`src/rtl/bdc_pkg.sv`:
```
package bdc_pkg;
  typedef enum logic [1:0] {
    OP_IDLE   = 2'd0,
    OP_SEARCH = 2'd1,
    OP_LEARN  = 2'd2,
    OP_ACCESS = 2'd3
  } bdc_op_e;

  typedef struct packed {
    logic vld;
    logic mine;
  } bdc_stage_t;
endpackage

```
`src/rtl/bdc_owner_decode.sv`:
```
module bdc_owner_decode
  import bdc_pkg::*;
(
  input  logic [1:0] op,
  input  logic       hit_win,
  input  logic       global_miss,
  input  logic       sram_dflt,
  input  logic       stat_dflt,
  output logic       base_sram,
  output logic       base_stat
);
  bdc_op_e op_e;
  assign op_e = bdc_op_e'(op);

  always_comb begin
    base_sram = sram_dflt;
    base_stat = stat_dflt;
    if (op_e == OP_SEARCH) begin
      if (global_miss) begin
        base_sram = sram_dflt;
        base_stat = stat_dflt;
      end else begin
        base_sram = hit_win;
        base_stat = hit_win;
      end
    end
  end
endmodule

```
`src/rtl/bdc_learn_window.sv`:
```
module bdc_learn_window
  import bdc_pkg::*;
#(
  parameter int LEARN_LAT = 2
) (
  input  logic clk,
  input  logic rst,
  input  logic learn_now,
  input  logic learn_mine,
  output logic gap,
  output logic wr,
  output logic wr_mine
);
  bdc_stage_t st [LEARN_LAT];

  for (genvar g = 0; g < LEARN_LAT; g++) begin : g_stage
    if (g == 0) begin : g_head
      always_ff @(posedge clk) begin
        if (rst) st[0] <= '0;
        else     st[0] <= '{vld: learn_now, mine: learn_now & learn_mine};
      end
    end else begin : g_body
      always_ff @(posedge clk) begin
        if (rst) st[g] <= '0;
        else     st[g] <= st[g-1];
      end
    end
  end

  if (LEARN_LAT == 1) begin : g_gap_now
    assign gap = learn_now;
  end else begin : g_gap_pipe
    assign gap = st[LEARN_LAT-2].vld;
  end

  assign wr      = st[LEARN_LAT-1].vld;
  assign wr_mine = st[LEARN_LAT-1].mine;
endmodule

```
`src/rtl/shared_bus_owner_ctrl.sv`:
```
module shared_bus_owner_ctrl
  import bdc_pkg::*;
#(
  parameter int LEARN_LAT = 2
) (
  input  logic       clk,
  input  logic       rst,
  input  logic       cfg_sram_dflt,
  input  logic       cfg_stat_dflt,
  input  logic [1:0] cmd_op,
  input  logic       hit_win,
  input  logic       global_miss,
  input  logic       learn_sel,
  output logic       oe_sram,
  output logic       oe_stat
);
  logic base_sram, base_stat;
  logic win_gap, win_wr, win_wr_mine;
  logic is_learn;

  assign is_learn = (bdc_op_e'(cmd_op) == OP_LEARN);

  bdc_owner_decode u_dec (
    .op          (cmd_op),
    .hit_win     (hit_win),
    .global_miss (global_miss),
    .sram_dflt   (cfg_sram_dflt),
    .stat_dflt   (cfg_stat_dflt),
    .base_sram   (base_sram),
    .base_stat   (base_stat)
  );

  bdc_learn_window #(.LEARN_LAT(LEARN_LAT)) u_win (
    .clk        (clk),
    .rst        (rst),
    .learn_now  (is_learn),
    .learn_mine (learn_sel),
    .gap        (win_gap),
    .wr         (win_wr),
    .wr_mine    (win_wr_mine)
  );

  always_ff @(posedge clk) begin
    if (rst) begin
      oe_sram <= 1'b0;
      oe_stat <= 1'b0;
    end else begin
      oe_stat <= base_stat;
      if (win_wr)       oe_sram <= win_wr_mine;
      else if (win_gap) oe_sram <= 1'b0;
      else              oe_sram <= base_sram;
    end
  end
endmodule

```
`config.mk`:
```
export PLATFORM = sky130hd
export DESIGN_NAME = shared_bus_owner_ctrl
export DESIGN_NICKNAME = d
export VERILOG_FILES = /design/src/rtl/bdc_pkg.sv /design/src/rtl/bdc_owner_decode.sv /design/src/rtl/bdc_learn_window.sv /design/src/rtl/shared_bus_owner_ctrl.sv
export SDC_FILE = /design/constraint.sdc
export NUM_CORES = 1
export LEC_CHECK = 0
export ABC_AREA = 1
export BUFFER_PORTS_ARGS = -buffer_cell sky130_fd_sc_hd__buf_2
export CORE_AREA = 2 2 39 41
export CTS_CLUSTER_DIAMETER = 60
export DETAILED_ROUTE_END_ITERATION = 6
export DIE_AREA = 0 0 41 43
export SLEW_MARGIN = 15
export SYNTH_ARGS = -nofsm -noshare
export SYNTH_HDL_FRONTEND = slang
export SYNTH_SLANG_ARGS = --single-unit
```
`constraint.sdc`:
```
create_clock -name clk -period 0.8 [get_ports clk]
set_input_delay 0.08 -clock clk [delete_from_list [all_inputs] [get_ports clk]]
set_output_delay 0.08 -clock clk [all_outputs]
set_load 0.005 [all_outputs]
```
==> run_results.csv <==
group,metric,value,unit
setup_path,worstReg2RegEnd,"oe_sram$_SDFF_PP0_",
setup_path,r2r-start,"u_win.st[1][1]$_SDFF_PP0_",
floorplan,core_area,1380,sq um
hold_path,hold_depth,2,
setup_path,setup.worst_path.start,"oe_sram$_SDFF_PP0_",
floorplan,die_h,43,um
cts,post_cts_buffers,0,
floorplan,initial_core_util,16.9,%
drt,vias,207,
yosys,yosysUniqueCellTypes,12,
sta,rsz0062_at_grt,"no",
layout,area_growth,39.6,%
setup_path,worst-path-max-fanout,1,
sta,post-route-period-util,89.8,%
setup_path,crit_type,"reg2out",
floorplan,die_w,41,um
setup_path,worstPathRequired,720,ps
cts,cts.path.max_buffers,2,
sta,slew-limit-headroom,89.5,%
setup_path,cpPeakStageDelay,280,ps
sta,fin_setup_tns,0,ps
power,power.leakage,0.158,nW
layout,final_core_util,23.6,%
setup_path,worstPathCellList,"buf_2",
yosys,ys_warn_count,0,
placement,gp_congestion,0.620,
setup_path,rrSetupSlack,160,ps
setup_path,start_kind,"register",
drt,drtIter0Drc,2,
global_routing,antenna_found_initial,0,
setup_path,worst-path-buf-inv,1,
sta,period_minus_slack,718,ps
cts,cts_tree,"done",
placement,dp_hpwl,321,um
drt,wire_per_inst,6.66,um
power,ir_worst_vdd,501,uV
drt,first_pass_iters,2,
floorplan,rows,14,
sta,slew_violations,0,
sta,clock.fmax,1390,MHz
layout,n_antenna_cell,0,
power,seq_power_share,48.2,%
global_routing,gr-usage-all-layers,7.23,%
cts,cts.hold.buffers_added,0,
setup_path,crit_end,"oe_sram",
layout,fin_nets,54,
layout,drive_gt1_share,39.5,%
floorplan,dieArea,1760,sq um
cts,cts_sinks,6,
yosys,synth-seq-cells,6,
cts,clk_latency,240,ps
yosys,yosysTopAreaCell,"dfxtp_1",
setup_path,cp_top_family,"flip-flops",
setup_path,r2r.worst_path.cells,3,
setup_path,endpoint_kind,"primary output",
power,intPower,0.000517,W
cts,cts_resized,0,
placement,port_buffers,10,
power,power.switching,0.000138,W
setup_path,crit_arrival,640,ps
cts,root_buffer,"clkbuf_4",
drt,route.detailed.drc,0,
sta,setup_viol,0,
sta,worst_pin_slew,156,ps
yosys,yosysTopAreaCellShare,51.3,%
yosys,syn-cell-area,234,sq um
run_status,status,"finished, final reports clean",
sta,finClkSkew,0.456,ps
power,p_sw_share,21.0,%
global_routing,grt.overflow.total,0,
yosys,syn_inst,30,
setup_path,cpMaxStageDelayCell,"dfxtp_1",
power,cellPowerDensity,2000,nW/um^2
sta,hold_viol,0,
cts,htreeDepth,1,
cts,cts_buffers,3,
power,combPwrFrac,11.1,%
power,p_total,0.000654,W
job,cap_violations,0,
floorplan,pin_count,11,
setup_path,cp.depth,1,
yosys,synthTopCellsByArea,"dfxtp_1, nand2_1, inv_1, nor2_1, nor2_4",
global_routing,grt_pass1_wl,772,um
drt,wl,393,um
yosys,syn_avg_cell_area,7.80,sq um
cts,clk_pin_slew,40,ps
power,power_frac_clock,40.8,%
global_routing,grt_pass1_vias,210,
drt,post_drt_via_cell_ratio,3.51,
global_routing,grt_max_degree,7,
hold_path,min_path_type,"in2reg",
drt,ant_nets,0,
yosys,synth.net_count,39,
yosys,synth_seq_area_share,51.3,%
[final cells by class]
type                       instances  area (sq um)
tap                               16          20.0
timing repair buffer              10          50.0
sequential                         6           120
inverter                           5          18.8
clock buffer                       3          22.5
multi-input combinational         19          95.1
fill                             156          1060
[registers in the layout, summed over array words and instances, names as in the netlist]
name / flops
u_win.st: 4
oe_sram: 1
oe_stat: 1
[power by group through the flow]
stage               combinational, W  sequential (W)  clock [W]
floorplan                  0.0000350        0.000322          0
global placement           0.0000724        0.000321          0
detailed placement         0.0000737        0.000321          0
CTS                        0.0000739        0.000315   0.000283
global route               0.0000847        0.000316   0.000301
finish                     0.0000723        0.000315   0.000267
[stage by stage]
| stage | cells | hold slack [ps] | cell area [sq um] | setup WS [ps] |
|---|---|---|---|---|
| finish | 59 | 72.3 | 327 | 82.0 |
| global route | 59 | 75.5 | 327 | 55.9 |
| CTS | 59 | 67.4 | 327 | 69.1 |
| detailed placement | 56 | 323 | 304 | 130 |
| global placement | 56 | 326 | 304 | 151 |
| floorplan | 30 | 149 | 234 | 180 |
[cell families after synthesis]
family,share of synthesized area [%]
buf+inv,8.02
simple gates,29.4
compound gates,11.2
flops,51.3
[layer usage]
layer  global-route usage (%)  vias to the layer above  wire [um]
met5                        0                        -          0
met4                     10.0                        0          0
met3                     3.66                        0         33
met2                     8.13                        6        198
met1                     7.72                       82        161
li1                         -                      119          -
[cell usage in the layout, fill, tap and decap left out]
| cell | count |
|---|---|
| o21bai_1 | 1 |
| nand2_1 | 9 |
| nor2_4 | 1 |
| o21ai_0 | 1 |
| inv_2 | 2 |
| nor2_1 | 3 |
| buf_2 | 10 |
| nand3_1 | 1 |
| dfxtp_1 | 6 |
| a21oi_2 | 1 |
| clkbuf_4 | 3 |
| inv_1 | 3 |
| a21oi_1 | 1 |
| nor3b_1 | 1 |
[cells in the mapped netlist, drive strengths merged]
cell type,number
dfxtp,6
inv,5
a21oi,2
nor2,4
nor3b,1
o21ai,1
nand2,9
nand3,1
o21bai,1
[worst min path at each step]
stage | start | to | slack [ps]
2_1_floorplan | rst | oe_stat$_SDFF_PP0_ | 150
3_3_place_gp | rst | u_win.st[1][0]$_SDFF_PP0_ | 330
3_5_place_dp | rst | u_win.st[1][0]$_SDFF_PP0_ | 320
4_1_cts | rst | u_win.st[1][0]$_SDFF_PP0_ | 70
5_1_grt | rst | u_win.st[1][0]$_SDFF_PP0_ | 80
6_report | rst | u_win.st[1][0]$_SDFF_PP0_ | 70
Power figures use the tool's default switching activity.
